**src/rtl/dcd_pkg.sv**
```systemverilog
// Package: shared encodings for the DRAM cycle decoder.
// Assumes: cyc_class codes are visible at the top port and must stay fixed.
package dcd_pkg;

    typedef enum logic [2:0] {
        CYC_NONE     = 3'd0,
        CYC_READ     = 3'd1,
        CYC_EWRITE   = 3'd2,
        CYC_LWRITE   = 3'd3,
        CYC_RMW      = 3'd4,
        CYC_RAS_ONLY = 3'd5,
        CYC_CBR      = 3'd6
    } cycle_kind_e;

    typedef enum logic [1:0] {
        RM_IDLE = 2'd0,
        RM_OPEN = 2'd1,
        RM_CTR  = 2'd2
    } row_mode_e;

    typedef enum logic [1:0] {
        CM_NONE   = 2'd0,
        CM_READ   = 2'd1,
        CM_EWRITE = 2'd2,
        CM_DONE   = 2'd3
    } col_mode_e;

endpackage

```
**src/rtl/dcd_strobe_edges.sv**
```systemverilog
// Module: dcd_strobe_edges
// Registers the previous sample of each active-low strobe and flags falls.
// Assumes: strobes are already synchronous to clk; the idle level is high.
module dcd_strobe_edges #(
    parameter int W = 3
) (
    input  logic         clk,
    input  logic         rst_n,
    input  logic [W-1:0] lvl,
    output logic [W-1:0] fall
);

    logic [W-1:0] lvl_q;

    // Keep last sample; reset to the inactive (high) level.
    always_ff @(posedge clk) begin
        if (!rst_n) lvl_q <= '1;
        else        lvl_q <= lvl;
    end

    // One fall detector per strobe.
    generate
        for (genvar i = 0; i < W; i++) begin : g_fall
            assign fall[i] = lvl_q[i] & ~lvl[i];
        end
    endgenerate

endmodule

```
**src/rtl/dcd_refresh_ctr.sv**
```systemverilog
// Module: dcd_refresh_ctr
// Internal row counter for counter-driven refresh; wraps at 2**ROW_W.
// Assumes: one increment per refresh, requested as a single-cycle pulse.
module dcd_refresh_ctr #(
    parameter int ROW_W = 4
) (
    input  logic             clk,
    input  logic             rst_n,
    input  logic             inc,
    output logic [ROW_W-1:0] count
);

    // Advance by one on request; natural wrap.
    always_ff @(posedge clk) begin
        if (!rst_n)   count <= '0;
        else if (inc) count <= count + ROW_W'(1);
    end

endmodule

```
**src/rtl/dcd_cell_array.sv**
```systemverilog
// Module: dcd_cell_array
// Row x column store of DQ_W-bit words; synchronous write, combinational read.
// Assumes: contents are undefined until written (no reset on the array).
module dcd_cell_array #(
    parameter int ROW_W = 4,
    parameter int COL_W = 3,
    parameter int DQ_W  = 4
) (
    input  logic             clk,
    input  logic             wr_en,
    input  logic [ROW_W-1:0] wr_row,
    input  logic [COL_W-1:0] wr_col,
    input  logic [DQ_W-1:0]  wr_data,
    input  logic [ROW_W-1:0] rd_row,
    input  logic [COL_W-1:0] rd_col,
    output logic [DQ_W-1:0]  rd_data
);

    localparam int ROWS = 1 << ROW_W;
    localparam int COLS = 1 << COL_W;

    logic [DQ_W-1:0] cells [ROWS][COLS];

    // Store one word per write strobe.
    always_ff @(posedge clk) begin
        if (wr_en) cells[wr_row][wr_col] <= wr_data;
    end

    // Read port follows the addressed cell.
    assign rd_data = cells[rd_row][rd_col];

endmodule

```
**src/rtl/dram_cycle_decoder.sv**
```systemverilog
// Module: dram_cycle_decoder (top)
// Decodes sampled DRAM strobes into access kinds, keeps the cell array, the
// refresh row counter and the per-row activation map, and drives the DQ pins.
// Assumes: CAS# falls at least one sample after RAS#; all outputs registered.
module dram_cycle_decoder
    import dcd_pkg::*;
#(
    parameter int ROW_W  = 4,
    parameter int COL_W  = 3,
    parameter int DQ_W   = 4,
    parameter int ADDR_W = (ROW_W > COL_W) ? ROW_W : COL_W
) (
    input  logic                  clk,
    input  logic                  rst_n,
    input  logic                  ras_n,
    input  logic                  cas_n,
    input  logic                  we_n,
    input  logic                  oe_n,
    input  logic [ADDR_W-1:0]     addr,
    input  logic [DQ_W-1:0]       dq_in,
    output logic [DQ_W-1:0]       dq_out,
    output logic                  dq_oe,
    output logic [2:0]            cyc_class,
    output logic [ROW_W-1:0]      refresh_row,
    output logic [(1<<ROW_W)-1:0] refreshed_map
);

    localparam int ROWS = 1 << ROW_W;

    logic [2:0] falls;
    logic       ras_fall, cas_fall, we_fall;

    row_mode_e        row_mode_q, row_mode_d;
    col_mode_e        col_mode_q, col_mode_d;
    cycle_kind_e      cls_q, cls_d;
    logic [ROW_W-1:0] row_q, row_d;
    logic [COL_W-1:0] col_q, col_d;
    logic             drove_q, drove_d;
    logic             ctr_inc, mark_en, wr_en;
    logic [ROW_W-1:0] mark_row;
    logic [DQ_W-1:0]  rd_word;
    logic             dq_oe_d;
    logic [ROWS-1:0]  map_q;

    dcd_strobe_edges #(.W(3)) u_edges (
        .clk   (clk),
        .rst_n (rst_n),
        .lvl   ({we_n, cas_n, ras_n}),
        .fall  (falls)
    );

    assign ras_fall = falls[0];
    assign cas_fall = falls[1];
    assign we_fall  = falls[2];

    dcd_refresh_ctr #(.ROW_W(ROW_W)) u_ctr (
        .clk   (clk),
        .rst_n (rst_n),
        .inc   (ctr_inc),
        .count (refresh_row)
    );

    dcd_cell_array #(.ROW_W(ROW_W), .COL_W(COL_W), .DQ_W(DQ_W)) u_cells (
        .clk     (clk),
        .wr_en   (wr_en),
        .wr_row  (row_q),
        .wr_col  (col_d),
        .wr_data (dq_in),
        .rd_row  (row_d),
        .rd_col  (col_d),
        .rd_data (rd_word)
    );

    // Next-state decode from strobe levels, edges and current modes.
    always_comb begin
        row_mode_d = row_mode_q;
        col_mode_d = col_mode_q;
        cls_d      = cls_q;
        row_d      = row_q;
        col_d      = col_q;
        drove_d    = drove_q;
        ctr_inc    = 1'b0;
        mark_en    = 1'b0;
        mark_row   = row_q;
        wr_en      = 1'b0;
        if (ras_n) begin
            row_mode_d = RM_IDLE;
            col_mode_d = CM_NONE;
            drove_d    = 1'b0;
        end else if (ras_fall) begin
            col_mode_d = CM_NONE;
            drove_d    = 1'b0;
            mark_en    = 1'b1;
            if (!cas_n && !cas_fall) begin
                row_mode_d = RM_CTR;
                row_d      = refresh_row;
                mark_row   = refresh_row;
                ctr_inc    = 1'b1;
                cls_d      = CYC_CBR;
            end else begin
                row_mode_d = RM_OPEN;
                row_d      = addr[ROW_W-1:0];
                mark_row   = addr[ROW_W-1:0];
                cls_d      = CYC_RAS_ONLY;
            end
        end else if (row_mode_q == RM_OPEN) begin
            if (cas_n) begin
                col_mode_d = CM_NONE;
                drove_d    = 1'b0;
            end else if (cas_fall) begin
                col_d = addr[COL_W-1:0];
                if (!we_n) begin
                    col_mode_d = CM_EWRITE;
                    wr_en      = 1'b1;
                    cls_d      = CYC_EWRITE;
                end else begin
                    col_mode_d = CM_READ;
                    drove_d    = !oe_n;
                    cls_d      = CYC_READ;
                end
            end else if (col_mode_q == CM_READ) begin
                if (we_fall && oe_n) begin
                    wr_en      = 1'b1;
                    col_mode_d = CM_DONE;
                    cls_d      = drove_q ? CYC_RMW : CYC_LWRITE;
                end else if (!oe_n) begin
                    drove_d = 1'b1;
                end
            end
        end
    end

    assign dq_oe_d = (col_mode_d == CM_READ) && !oe_n;

    // State and output registers.
    always_ff @(posedge clk) begin
        if (!rst_n) begin
            row_mode_q <= RM_IDLE;
            col_mode_q <= CM_NONE;
            cls_q      <= CYC_NONE;
            row_q      <= '0;
            col_q      <= '0;
            drove_q    <= 1'b0;
            dq_oe      <= 1'b0;
            dq_out     <= '0;
        end else begin
            row_mode_q <= row_mode_d;
            col_mode_q <= col_mode_d;
            cls_q      <= cls_d;
            row_q      <= row_d;
            col_q      <= col_d;
            drove_q    <= drove_d;
            dq_oe      <= dq_oe_d;
            dq_out     <= dq_oe_d ? rd_word : '0;
        end
    end

    // Sticky per-row activation map.
    always_ff @(posedge clk) begin
        if (!rst_n)       map_q <= '0;
        else if (mark_en) map_q <= map_q | (ROWS'(1) << mark_row);
    end

    assign cyc_class     = cls_q;
    assign refreshed_map = map_q;

endmodule

```
**config.mk**
```make
export PLATFORM = sky130hd
export DESIGN_NAME = dram_cycle_decoder
export DESIGN_NICKNAME = d
export VERILOG_FILES = /design/src/rtl/dcd_pkg.sv /design/src/rtl/dcd_strobe_edges.sv /design/src/rtl/dcd_refresh_ctr.sv /design/src/rtl/dcd_cell_array.sv /design/src/rtl/dram_cycle_decoder.sv
export SDC_FILE = /design/constraint.sdc
export NUM_CORES = 1
export LEC_CHECK = 0
export BUFFER_PORTS_ARGS = -buffer_cell sky130_fd_sc_hd__buf_2
export CAP_MARGIN = 15
export CORE_ASPECT_RATIO = 1.25
export CORE_MARGIN = 2
export CORE_UTILIZATION = 37
export CTS_CLUSTER_SIZE = 28
export DETAILED_ROUTE_END_ITERATION = 6
export GPL_TIMING_DRIVEN = 0
export PLACE_DENSITY = 0.61
export SLEW_MARGIN = 0
export SYNTH_ARGS = -nofsm -noshare
export SYNTH_HDL_FRONTEND = slang
export SYNTH_HIERARCHICAL = 1
export SYNTH_SLANG_ARGS = --single-unit
```
**constraint.sdc**
```tcl
create_clock -name clk -period 3.8 [get_ports clk]
set_input_delay 0.19 -clock clk [delete_from_list [all_inputs] [get_ports clk]]
set_output_delay 0.19 -clock clk [all_outputs]
set_load 0.1 [all_outputs]
```
==> out/qor_table.md, run 1 <==
| Item | Value | Unit |
| --- | --- | --- |
| Outcome | finished with violations | - |
| Violations in the final reports | setup timing | - |
| Storage element area | 0.0162 | mm² |
| Initial cell density of the core | 0.375 | - |
| Register bit count reported by yosys | 555 | - |
| Io pins | 42 | - |
| Final setup violating endpoints | 2 | - |
| Final-stage net count | 1222 | - |
| Max transition margin | 0.440 | - |
| Largest net degree at the start of global routing | 96 | - |
| Leading post-synthesis cells by instance count | edfxtp_1 (512), mux4_2 (168), nor2_1 (139), dfxtp_1 (43), nand2_1 (28) | - |
| Max-slew violation total from the final report | 0 | - |
| Total congestion overflow after global routing | 0 | - |
| Met2 Wirelength | 26200 | µm |
| Yosys top cell area share | 0.699 | - |
| Most frequent cell after synthesis | edfxtp_1 | - |
| Count of nets left with antenna violations after detail routing | 0 | - |
| Number of standard cells in the layout, taps in and fillers out | 2007 | - |
| Clock Sink Count | 555 | - |
| Crit path max fanout | 6 | - |
| Crit path arrival time | 4270 | ps |
| Detailed-route wire length on metal 1 | 19500 | µm |
| Average routed wire per standard cell | 25.0 | µm |
| Leakage power figure | 7.82 | nW |
| Total die area | 0.0614 | mm² |
| Synth Area per Inst | 20.2 | µm² |
| Setup WS post-layout | -13.5 | ps |
| Async SR Flop Fraction | 0 | - |
| Minimum period implied by the final worst setup slack | 3810 | ps |
| Crit path kind | reg2reg | - |
| Root Buffer Master | clkbuf_16 | - |
| Post-synth EDFFs | 512 | - |
| H-tree Lvls | 2 | - |
| Synthesized netlist net count | 1103 | - |
| Die Span Y | 277 | µm |
| Peak supply drop | 0.280 | mV |
| Mapped Area | 0.0220 | mm² |
| Worst path required time | 4250 | ps |
| Post-detailed-route DRC marker count | 0 | - |
| Worst Hold Slack | 51.2 | ps |
| Number of buffers on the longest clock path | 3 | - |
| Count of maximum capacitance violations | 0 | - |
| Clock latency on the worst-skew pair | 600 | ps |
| First-iteration detailed-routing DRC count | 951 | - |
| Number of global-route vias before repair | 11.3k | - |
| Final core occ | 0.436 | - |
| Post-detailed-placement cell area | 0.0233 | mm² |
| Most used cell along the critical path | mux4_2 | - |
| Top cells by area, synth | edfxtp_1 (70%), mux4_2 (17%), dfxtp_1 (3.9%), nor2_1 (2.4%), nand2_1 (0.48%) | - |
| Transition at the pin with the smallest max-transition slack | 838 | ps |
| FP Rows | 99 | - |
| Power consumption | 12.4 | mW |
| Max Fclk | 262 | MHz |
| Met3 Routed Length | 2880 | µm |
| Share of the cycle needed by the critical path after routing | 1.00 | - |
| Warnings from Yosys | 6 | - |
| Post-synth top area cell | edfxtp_1 | - |
| Via count | 10.8k | - |
| Chip Width | 222 | µm |
| Worst path slowest cell | mux4_2 | - |
| Number of diodes | 0 | - |
| Synth unique cells | 49 | - |
| Number of endpoints with negative hold slack in the final report | 0 | - |
| Synth Instances | 1088 | - |
| Number of detailed-routing iterations run before antenna repair | 5 | - |
| Area inside the core boundary | 0.0586 | mm² |
| Most instantiated flip-flop cell in the synthesis netlist | edfxtp_1 | - |
| Final clock skew | 16.3 | ps |
| Total of fill cells in the finished design | 4988 | - |
| Ratio of routed vias to standard cells | 5.39 | - |
| Delay contributed by the slowest stage of the critical path | 550 | ps |
| Reg clk slew, reported paths | 60 | ps |
| Highest Signal Layer | met4 | - |
| Signed area change from the synthesized netlist to the final layout | 16.3 | % |
| RSZ-0062 raised after global routing | true | - |
| Cell area power density | 484 | mW/mm² |
| Overall Global Routing Usage | 0.162 | - |
| Type of element launching the critical path | register | - |
| WL final | 50100 | µm |
| Clock tree from TritonCTS | done | - |
| Final weighted congestion in routability-driven placement | 0.807 | - |
| Delay-heaviest family, CP | multiplexers | - |
| Share of layout cells above drive strength 1 | 0.300 | - |
| HPWL after DPL | 32900 | µm |
| Critical path capture point type | register | - |
| HP Class | in2reg | - |
| Wire length of the first global-routing pass | 73300 | µm |
| Multi-input gate area | 0.00556 | mm² |
| Cells after DPL | 1889 | - |
| Number of clock buffers inserted by TritonCTS | 52 | - |
| Critical Path, Cell by Cell | nor2b_4 > or2_4 > mux2i_4 > o21ai_4 > buf_12 > buf_16 > buf_12 > mux4_2 > mux4_2 > mux4_2 > mux2_4 > nor3b_2 | - |
| Number of antenna violations at the first check in global routing | 0 | - |
| Post-layout instance area | 0.0256 | mm² |
| Number of I/O port buffers | 40 | - |
| CP bufs+invs | 3 | - |
| Portion of the post-synthesis area used by sequential elements | 0.739 | - |
==> kinds of logic (layout without fill, tap and decap cells) <==
kind of cell	count (synthesis)	after routing	synth area share
compound gates	47	47	0.0149
xor+xnor	1	1	0.000398
mux	188	188	0.183
buf+inv	57	219	0.0118
simple gates	239	239	0.0507
flops	555	555	0.739
fa+ha+maj	1	1	0.000569
==> worst paths after layout <==
| kind | start | end | slack, ps | cells after the start |
|---|---|---|---|---|
| max reg2reg | u_edges/lvl_q[1]$_SDFF_PN1_ | dq_out[0]$_SDFF_PN0_ | -10 | 12 |
| min reg2reg | cyc_class[0]$_SDFFE_PN0P_ | cyc_class[0]$_SDFFE_PN0P_ | 460 | 2 |
| max | u_edges/lvl_q[1]$_SDFF_PN1_ | dq_out[0]$_SDFF_PN0_ | -10 | 12 |
| min | dq_in[0] | u_cells/cells[13][24]$_DFFE_PP_ | 50 | 1 |
==> repair_timing <==
action,in CTS,in global routing
setup endpoints to repair,4,4
buffers inserted,8,2
hold buffers,6,0
hold endpoints to repair,14,0
pin swaps,2,2
resized for setup,102,36
cloned,4,5
==> routing by layer <==
| layer | vias up | global-route usage |
|---|---|---|
| met4 | 0 | 0.0542 |
| met3 | 99 | 0.0255 |
| met5 | - | 0 |
| met1 | 5656 | 0.199 |
| met2 | 352 | 0.290 |
| li1 | 4706 | - |
==> state kept, by name (all words and copies together) (netlist names) <==
signal	flops
u_edges/lvl_q	3
u_ctr/count	4
u_cells/cells	512
refreshed_map	16
row_q	4
dq_out	4
dq_oe	1
drove_q	1
col_q	3
col_mode_q	2
cyc_class	3
row_mode_q	2
==> cells in the final DEF (no fill, tap or decap), types with 12 or more instances in the layout <==
master / netlist / final
edfxtp_1: 512 / 512
mux4_2: 168 / 168
nor2_1: 139 / 139
clkbuf_16: 0 / 57
dfxtp_1: 43 / 40
buf_2: 13 / 37
nand2_1: 28 / 28
clkbuf_1: 24 / 26
buf_4: 4 / 18
clkinv_2: 0 / 15
nand3_1: 12 / 12
a22o_1: 12 / 12
==> cell type report <==
cell class | count | area share
clock buffer | 68 | 0.0549
multi-input combinational | 476 | 0.218
sequential | 555 | 0.635
clock inverter | 29 | 0.00817
inverter | 3 | 0.000441
timing repair buffer | 67 | 0.0261
tap | 757 | 0.0371
buffer | 52 | 0.0205
==> per-stage QoR <==
| stage | setup TNS [ps] | setup WS (ps) |
|---|---|---|
| detailed placement | -4250 | -1080 |
| global route | -165 | -52.7 |
| CTS | 0 | 2.98 |
| global placement | -4180 | -1060 |
| finish | -23.8 | -13.5 |
| floorplan | 0 | 81.6 |
==> where the power goes <==
| group | switching, mW | total (mW) | internal [mW] |
|---|---|---|---|
| sequential | 0.00893 | 6.68 | 6.67 |
| clock | 2.17 | 4.92 | 2.74 |
| combinational | 0.421 | 0.769 | 0.348 |
No activity file was read; power rests on OpenSTA's default activity.
==> inputs of run 2 (changes only) <==
--- a/config.mk
+++ b/config.mk
@@ -8,12 +8,12 @@
 export BUFFER_PORTS_ARGS = -buffer_cell sky130_fd_sc_hd__buf_2
 export CAP_MARGIN = 15
 export CORE_ASPECT_RATIO = 1.25
-export CORE_MARGIN = 2
-export CORE_UTILIZATION = 37
+export CORE_MARGIN = 5
+export CORE_UTILIZATION = 45
 export CTS_CLUSTER_SIZE = 28
 export DETAILED_ROUTE_END_ITERATION = 6
 export GPL_TIMING_DRIVEN = 0
-export PLACE_DENSITY = 0.61
+export PLACE_DENSITY = 0.7
 export SLEW_MARGIN = 0
 export SYNTH_ARGS = -nofsm -noshare
 export SYNTH_HDL_FRONTEND = slang
==> out/qor_table.md, run 2 (same netlist as run 1, synthesis figures left out) <==
| Item | Value | Unit | Delta |
| --- | --- | --- | --- |
| Outcome | finished with violations | - |  |
| Violations in the final reports | DRC | - |  |
| Worst path slowest cell | mux4_2 | - |  |
| Clock latency on the worst-skew pair | 590 | ps | about the same |
| Final clock skew | 26.6 | ps | +10.3 ps |
| Leading cell types in the layout, fill and taps excluded | edfxtp_1 (512), mux4_2 (168), nor2_1 (139) | - |  |
| Average routed wire per standard cell | 26.5 | µm | +6.2% |
| Critical path capture point type | register | - |  |
| Signed area change from the synthesized netlist to the final layout | 16.8 | % |  |
| Delay contributed by the slowest stage of the critical path | 560 | ps | about the same |
| Worst reg2reg setup slack | 10 | ps | +20 ps |
| Number of global-route vias before repair | 11.5k | - | +1.9% |
| Chip Width | 208 | µm | -6.5% |
| Overall Global Routing Usage | 0.183 | - | +0.0213 |
| Via count | 11.1k | - | +2.6% |
| Number of buffers on the longest clock path | 3 | - | unchanged |
| Largest net degree at the start of global routing | 105 | - | +9.4% |
| Number of clock buffers inserted by TritonCTS | 52 | - | unchanged |
| Final-stage net count | 1226 | - | +0.33% |
| Transition at the pin with the smallest max-transition slack | 869 | ps | +30.6 ps |
| Type of element launching the critical path | register | - |  |
| Die Span Y | 257 | µm | -7.0% |
| Ratio of routed vias to standard cells | 5.85 | - | +8.5% |
| H-tree Lvls | 2 | - | unchanged |
| Max FFs per register | 512 | - | unchanged |
| WL final | 50400 | µm | +0.46% |
| Crit path kind | reg2reg | - |  |
| Initial cell density of the core | 0.455 | - | +0.0799 |
| Count of maximum capacitance violations | 0 | - | unchanged |
| Source of the worst register-to-register timing path | u_edges/lvl_q[1]$_SDFF_PN1_ | - |  |
| Power consumption | 12.9 | mW | +4.2% |
| Leakage power figure | 7.92 | nW | +1.3% |
| Share of the cycle needed by the critical path after routing | 0.997 | - | -0.00649 |
| Top register by number of flip-flops | u_cells/cells | - |  |
| Startpoint of the most critical hold path | dq_in[3] | - |  |
| HPWL after DPL | 32200 | µm | -2.1% |
| Number of cells traversed by the worst hold path | 1 | - | unchanged |
| Total die area | 0.0534 | mm² | -13% |
| Endpoint of the worst hold path | u_cells/cells[15][15]$_DFFE_PP_ | - |  |
| Final core occ | 0.531 | - | +0.0951 |
| Share of layout cells above drive strength 1 | 0.301 | - | +0.00144 |
| FP Rows | 90 | - | -9.1% |
| Clock Sink Count | 555 | - | unchanged |
| Minimum period implied by the final worst setup slack | 3790 | ps | -24.7 ps |
| Depth of the worst register-to-register path | 12 | - | unchanged |
| Most common library cell in the layout ignoring fill and taps | edfxtp_1 | - |  |
| Wire length of the first global-routing pass | 73800 | µm | +0.68% |
| Number of antenna violations at the first check in global routing | 0 | - | unchanged |
| Crit path arrival time | 4230 | ps | -40 ps |
| Max transition margin | 0.419 | - | -0.0204 |
| HP Class | in2reg | - |  |
| Worst path required time | 4240 | ps | about the same |
| Number of endpoints with negative hold slack in the final report | 0 | - | unchanged |
| Crit path max fanout | 6 | - | unchanged |
| Area inside the core boundary | 0.0483 | mm² | -18% |
| Critical Path, Cell by Cell | nor2b_4 > or2_4 > mux2i_4 > o21ai_4 > buf_6 > buf_12 > buf_12 > mux4_2 > mux4_2 > mux4_2 > mux2_4 > nor3b_1 | - |  |
| Cell area power density | 502 | mW/mm² | +3.8% |
| Max-slew violation total from the final report | 0 | - | unchanged |
| Io pins | 42 | - | unchanged |
| Peak supply drop | 0.305 | mV | +8.9% |
| Most used cell along the critical path | mux4_2 | - |  |
| Count of nets left with antenna violations after detail routing | 0 | - | unchanged |
| Number of detailed-routing iterations run before antenna repair | 7 | - | +2 |
| Clock tree from TritonCTS | done | - |  |
| Final weighted congestion in routability-driven placement | 0.808 | - | +0.12% |
| Max Fclk | 264 | MHz | +0.65% |
| Worst Hold Slack | 31.9 | ps | -19.4 ps |
| Reg clk slew, reported paths | 60 | ps | about the same |
| First-iteration detailed-routing DRC count | 1071 | - | +13% |
| RSZ-0062 raised after global routing | true | - |  |
| Capturing point of the worst reg2reg path | dq_out[0]$_SDFF_PN0_ | - |  |
| Post-detailed-route DRC marker count | 2 | - | +2 |
| Root Buffer Master | clkbuf_16 | - |  |
| Number of standard cells in the layout, taps in and fillers out | 1898 | - | -5.4% |
| Final setup violating endpoints | 0 | - | -2 |
| Number of diodes | 0 | - | unchanged |
| Total congestion overflow after global routing | 0 | - | unchanged |
| Cells after DPL | 1776 | - | -6.0% |
| Total negative slack | 0 | ps | +23.8 ps |
| Number of I/O port buffers | 40 | - | unchanged |
| Total of fill cells in the finished design | 3608 | - | -28% |
-- run 2: changes by cell type in the layout (fill, tap and decap cells not counted), moves of 4 or more --
cell and change:
bufinv_16 +7, buf_12 +5, clkbuf_16 +4, clkinv_2 -5, clkbuf_1 -5, buf_6 -7
-- run 2: area by class of cell --
cell class | count | area [µm²] | share of cell area
Multi-Input combinational cell | 476 | 5540 | 0.216
Timing Repair Buffer | 72 | 764 | 0.0298
Clock buffer | 65 | 1410 | 0.0550
Buffer | 51 | 504 | 0.0196
Clock inverter | 32 | 394 | 0.0154
Tap cell | 644 | 806 | 0.0314
Sequential cell | 555 | 16200 | 0.633
Inverter | 3 | 11.3 | 0.000439
-- run 2: critical path, delay by kind of cell, from the launching register on --
| family | cells | cell delay [ps] |
|---|---|---|
| compound gates | 1 | 210 |
| buf+inv | 3 | 470 |
| flops | 1 | 310 |
| mux | 5 | 2070 |
| simple gates | 3 | 580 |
-- run 2: through the flow --
| step | setup WS, ps | instance area [µm²] |
|---|---|---|
| after floorplan | 81.6 | 22000 |
| after CTS | 2.21 | 25400 |
| after detailed placement | -945 | 23100 |
| final | 11.1 | 25700 |
| after global placement | -917 | 23000 |
| after global routing | -63.5 | 25700 |
-- run 2: power by group --
group          internal [mW]  leakage [nW]  switching [mW]  total (mW)
registers               6.67          4.95         0.00860        6.68
clock network           3.24         0.878            2.19        5.43
logic                  0.355          2.09           0.424       0.779
-- run 2: how the worst max path moves through the flow --
stage	start	to	slack [ps]
floorplan	u_edges/lvl_q[1]$_SDFF_PN1_	dq_out[0]$_SDFF_PN0_	80
global placement	cas_n	dq_out[1]$_SDFF_PN0_	-920
detailed placement	cas_n	dq_out[0]$_SDFF_PN0_	-940
CTS	u_edges/lvl_q[0]$_SDFF_PN1_	dq_out[0]$_SDFF_PN0_	2
global route	u_edges/lvl_q[1]$_SDFF_PN1_	dq_out[0]$_SDFF_PN0_	-60
finish	u_edges/lvl_q[1]$_SDFF_PN1_	dq_out[0]$_SDFF_PN0_	10
-- run 2: metal layers --
layer  GRT usage  part of all wire  wire (µm)  vias up
li1            -                 -          -     4708
met2       0.326              0.52      26400      502
met4      0.0491             0.028       1420        0
met1       0.233              0.37      18400     5801
met5           0                 0          0        -
met3      0.0347             0.081       4080       85
-- run 2: timing repair --
action | 4_1_cts | 5_1_grt
pin swaps | 2 | 2
endpoints found under the setup margin | 4 | 4
gates resized for setup | 97 | 22
hold endpoints to repair | 13 | 0
buffers inserted | 8 | 3
hold buffers | 7 | 0
gates cloned | 3 | 8
==> inputs of run 3 (changes only) <==
--- a/config.mk
+++ b/config.mk
@@ -5,6 +5,7 @@
 export SDC_FILE = /design/constraint.sdc
 export NUM_CORES = 1
 export LEC_CHECK = 0
+export ABC_AREA = 1
 export BUFFER_PORTS_ARGS = -buffer_cell sky130_fd_sc_hd__buf_2
 export CAP_MARGIN = 15
 export CORE_ASPECT_RATIO = 1.25
==> out/qor_table.md, run 3 <==
| Item | Value | Unit | Delta |
| --- | --- | --- | --- |
| Yosys top cell area share | 0.664 | - | -0.0355 |
| Max-slew violation total from the final report | 0 | - | unchanged |
| Synth Area per Inst | 10.9 | µm² | -46% |
| Worst reg2reg setup slack | 230 | ps | +220 ps |
| HP Class | in2reg | - |  |
| Reg clk slew, reported paths | 60 | ps | about the same |
| Synthesized netlist net count | 2142 | - | +94% |
| Warnings from Yosys | 6 | - | unchanged |
| Post-synth EDFFs | 512 | - | unchanged |
| Final core occ | 0.511 | - | -0.0203 |
| Final clock skew | 21.1 | ps | -5.45 ps |
| Die Span Y | 264 | µm | +2.5% |
| Via count | 16.7k | - | +50% |
| Cell area power density | 495 | mW/mm² | -1.4% |
| Crit path arrival time | 4010 | ps | -220 ps |
| Number of diodes | 0 | - | unchanged |
| Leakage power figure | 9.56 | nW | +21% |
| Max transition margin | 0.331 | - | -0.0882 |
| Area inside the core boundary | 0.0512 | mm² | +6.0% |
| Number of global-route vias before repair | 16.4k | - | +42% |
| Number of antenna violations at the first check in global routing | 1 | - | +1 |
| Synth unique cells | 32 | - | -35% |
| Async SR Flop Fraction | 0 | - | unchanged |
| Most frequent cell after synthesis | nand2_1 | - |  |
| WL final | 67100 | µm | +33% |
| Post-synth top area cell | edfxtp_1 | - |  |
| RSZ-0062 raised after global routing | false | - |  |
| H-tree Lvls | 2 | - | unchanged |
| Most common library cell in the layout ignoring fill and taps | nand2_1 | - |  |
| Largest net degree at the start of global routing | 82 | - | -22% |
| Total congestion overflow after global routing | 0 | - | unchanged |
| Type of element launching the critical path | primary input | - |  |
| Leading post-synthesis cells by instance count | nand2_1 (661), edfxtp_1 (512), nand3_1 (485), nor2_1 (170), inv_1 (65) | - |  |
| First-iteration detailed-routing DRC count | 1995 | - | +86% |
| Peak supply drop | 0.419 | mV | +37% |
| FP Rows | 93 | - | +3.3% |
| Critical path capture point type | register | - |  |
| Leading cell types in the layout, fill and taps excluded | nand2_1 (661), edfxtp_1 (512), nand3_1 (485) | - |  |
| Outcome | finished, final reports clean | - |  |
| Crit path kind | in2reg | - |  |
| Top register by number of flip-flops | u_cells/cells | - |  |
| Initial cell density of the core | 0.452 | - | -0.00272 |
| Transition at the pin with the smallest max-transition slack | 1000 | ps | +132 ps |
| Io pins | 42 | - | unchanged |
| Share of layout cells above drive strength 1 | 0.108 | - | -0.193 |
| Wire length of the first global-routing pass | 99600 | µm | +35% |
| Synth Instances | 2127 | - | +95% |
| Mapped Area | 0.0232 | mm² | +5.4% |
| Final-stage net count | 2251 | - | +84% |
| Top cells by area, synth | edfxtp_1 (66%), nand2_1 (11%), nand3_1 (10%), dfxtp_1 (3.7%), nor2_1 (2.8%) | - |  |
| Worst setup slack after placement | 171 | ps | +1120 ps |
| Setup WS post-layout | 217 | ps | +206 ps |
| Clock latency on the worst-skew pair | 580 | ps | about the same |
| Final setup violating endpoints | 0 | - | unchanged |
| Final weighted congestion in routability-driven placement | 0.991 | - | +23% |
| Number of detailed-routing iterations run before antenna repair | 6 | - | -1 |
| Chip Width | 213 | µm | +2.5% |
| Signed area change from the synthesized netlist to the final layout | 13.0 | % |  |
| Number of I/O port buffers | 41 | - | +2.5% |
| Clock Sink Count | 555 | - | unchanged |
| Share of the cycle needed by the critical path after routing | 0.943 | - | -0.0543 |
| Root Buffer Master | clkbuf_16 | - |  |
| Number of buffers on the longest clock path | 3 | - | unchanged |
| Number of clock buffers inserted by TritonCTS | 51 | - | -1.9% |
| Portion of the post-synthesis area used by sequential elements | 0.701 | - | -0.0375 |
| Crit path max fanout | 10 | - | +4 |
| Max Fclk | 279 | MHz | +5.8% |
| Worst path required time | 4220 | ps | -20 ps |
| Post-detailed-route DRC marker count | 0 | - | -2 |
| Total die area | 0.0561 | mm² | +5.1% |
| Max FFs per register | 512 | - | unchanged |
| Worst Hold Slack | 16.4 | ps | -15.5 ps |
| Total negative slack | 0 | ps | unchanged |
| Register bit count reported by yosys | 555 | - | unchanged |
| Ratio of routed vias to standard cells | 5.67 | - | -3.1% |
| Number of endpoints with negative hold slack in the final report | 0 | - | unchanged |
| Average routed wire per standard cell | 22.8 | µm | -14% |
| Minimum period implied by the final worst setup slack | 3580 | ps | -206 ps |
| Overall Global Routing Usage | 0.236 | - | +0.0530 |
| Total of fill cells in the finished design | 4431 | - | +23% |
| Most instantiated flip-flop cell in the synthesis netlist | edfxtp_1 | - |  |
| Clock tree from TritonCTS | done | - |  |
| Count of nets left with antenna violations after detail routing | 0 | - | unchanged |
| HPWL after DPL | 45900 | µm | +43% |
| Count of maximum capacitance violations | 0 | - | unchanged |
run 3: power breakdown:
group,internal [mW],switching (mW)
Clock,3.11,2.18
Sequential,6.67,0.00615
Combinational,0.255,0.739
run 3: worst max-delay path, cell delays in order:
cell and delay, ps:
dlygate4sd3_1 540, buf_2 160, nor2_1 380, inv_2 140, nand2_2 130, nand3_1 100
nand3_2 120, clkbuf_1 560, clkbuf_1 640, nand3_1 410, nand2_1 160, nand2_1 60
nand3_1 90, nand2_1 60, nand2_1 50, nand2_1 70, inv_1 60, nor2_1 60
run 3: path summary, 6_finish.rpt:
path | start | depth (start not counted) | to
min reg2reg | refreshed_map[0]$_SDFFE_PN0P_ | 2 | refreshed_map[0]$_SDFFE_PN0P_
max reg2reg | u_edges/lvl_q[1]$_SDFF_PN1_ | 17 | dq_out[2]$_SDFF_PN0_
min | addr[3] | 5 | row_q[3]$_SDFF_PN0_
max | cas_n | 18 | dq_out[2]$_SDFF_PN0_
run 3: through the flow:
step | instance area [µm²] | instances | power, mW
6_report | 26200 | 2941 | 13.0
4_1_cts | 26200 | 2941 | 13.0
2_1_floorplan | 23200 | 2127 | 7.36
3_5_place_dp | 24300 | 2837 | 7.77
3_3_place_gp | 24200 | 2833 | 7.75
5_1_grt | 26200 | 2941 | 13.3
run 3: routing by layer:
metal  GRT usage  up-vias  part of all wire
met4       0.149        0             0.079
met5           0        -                 0
met1       0.288     7959              0.35
met3      0.0352      230             0.086
li1            -     7551                 -
met2       0.391      926              0.48
run 3: cell families (layout without fill, tap and decap cells):
logic type / after synthesis / in the layout / share of synthesized area
flops: 555 / 555 / 0.701
fa+ha+maj: 1 / 1 / 0.000540
compound gates: 38 / 38 / 0.00892
simple gates: 1341 / 1341 / 0.248
buf+inv: 192 / 341 / 0.0411
run 3: cell type report:
cell class	instances	area, µm²	share of cell area
clock inverter	22	263	0.0100
clock buffer	71	1470	0.0563
inverter	73	279	0.0107
multi-input combinational	1380	5980	0.228
timing repair buffer	56	435	0.0166
sequential	555	16200	0.620
buffer	119	673	0.0257
tap	665	832	0.0318
run 3: what timing repair did:
item / CTS / global route
hold endpoints to repair: 16 / 0
setup buffers: 0 / 0
resized for setup: 0 / 3
hold buffers: 11 / 0
endpoints found under the setup margin: 0 / 6
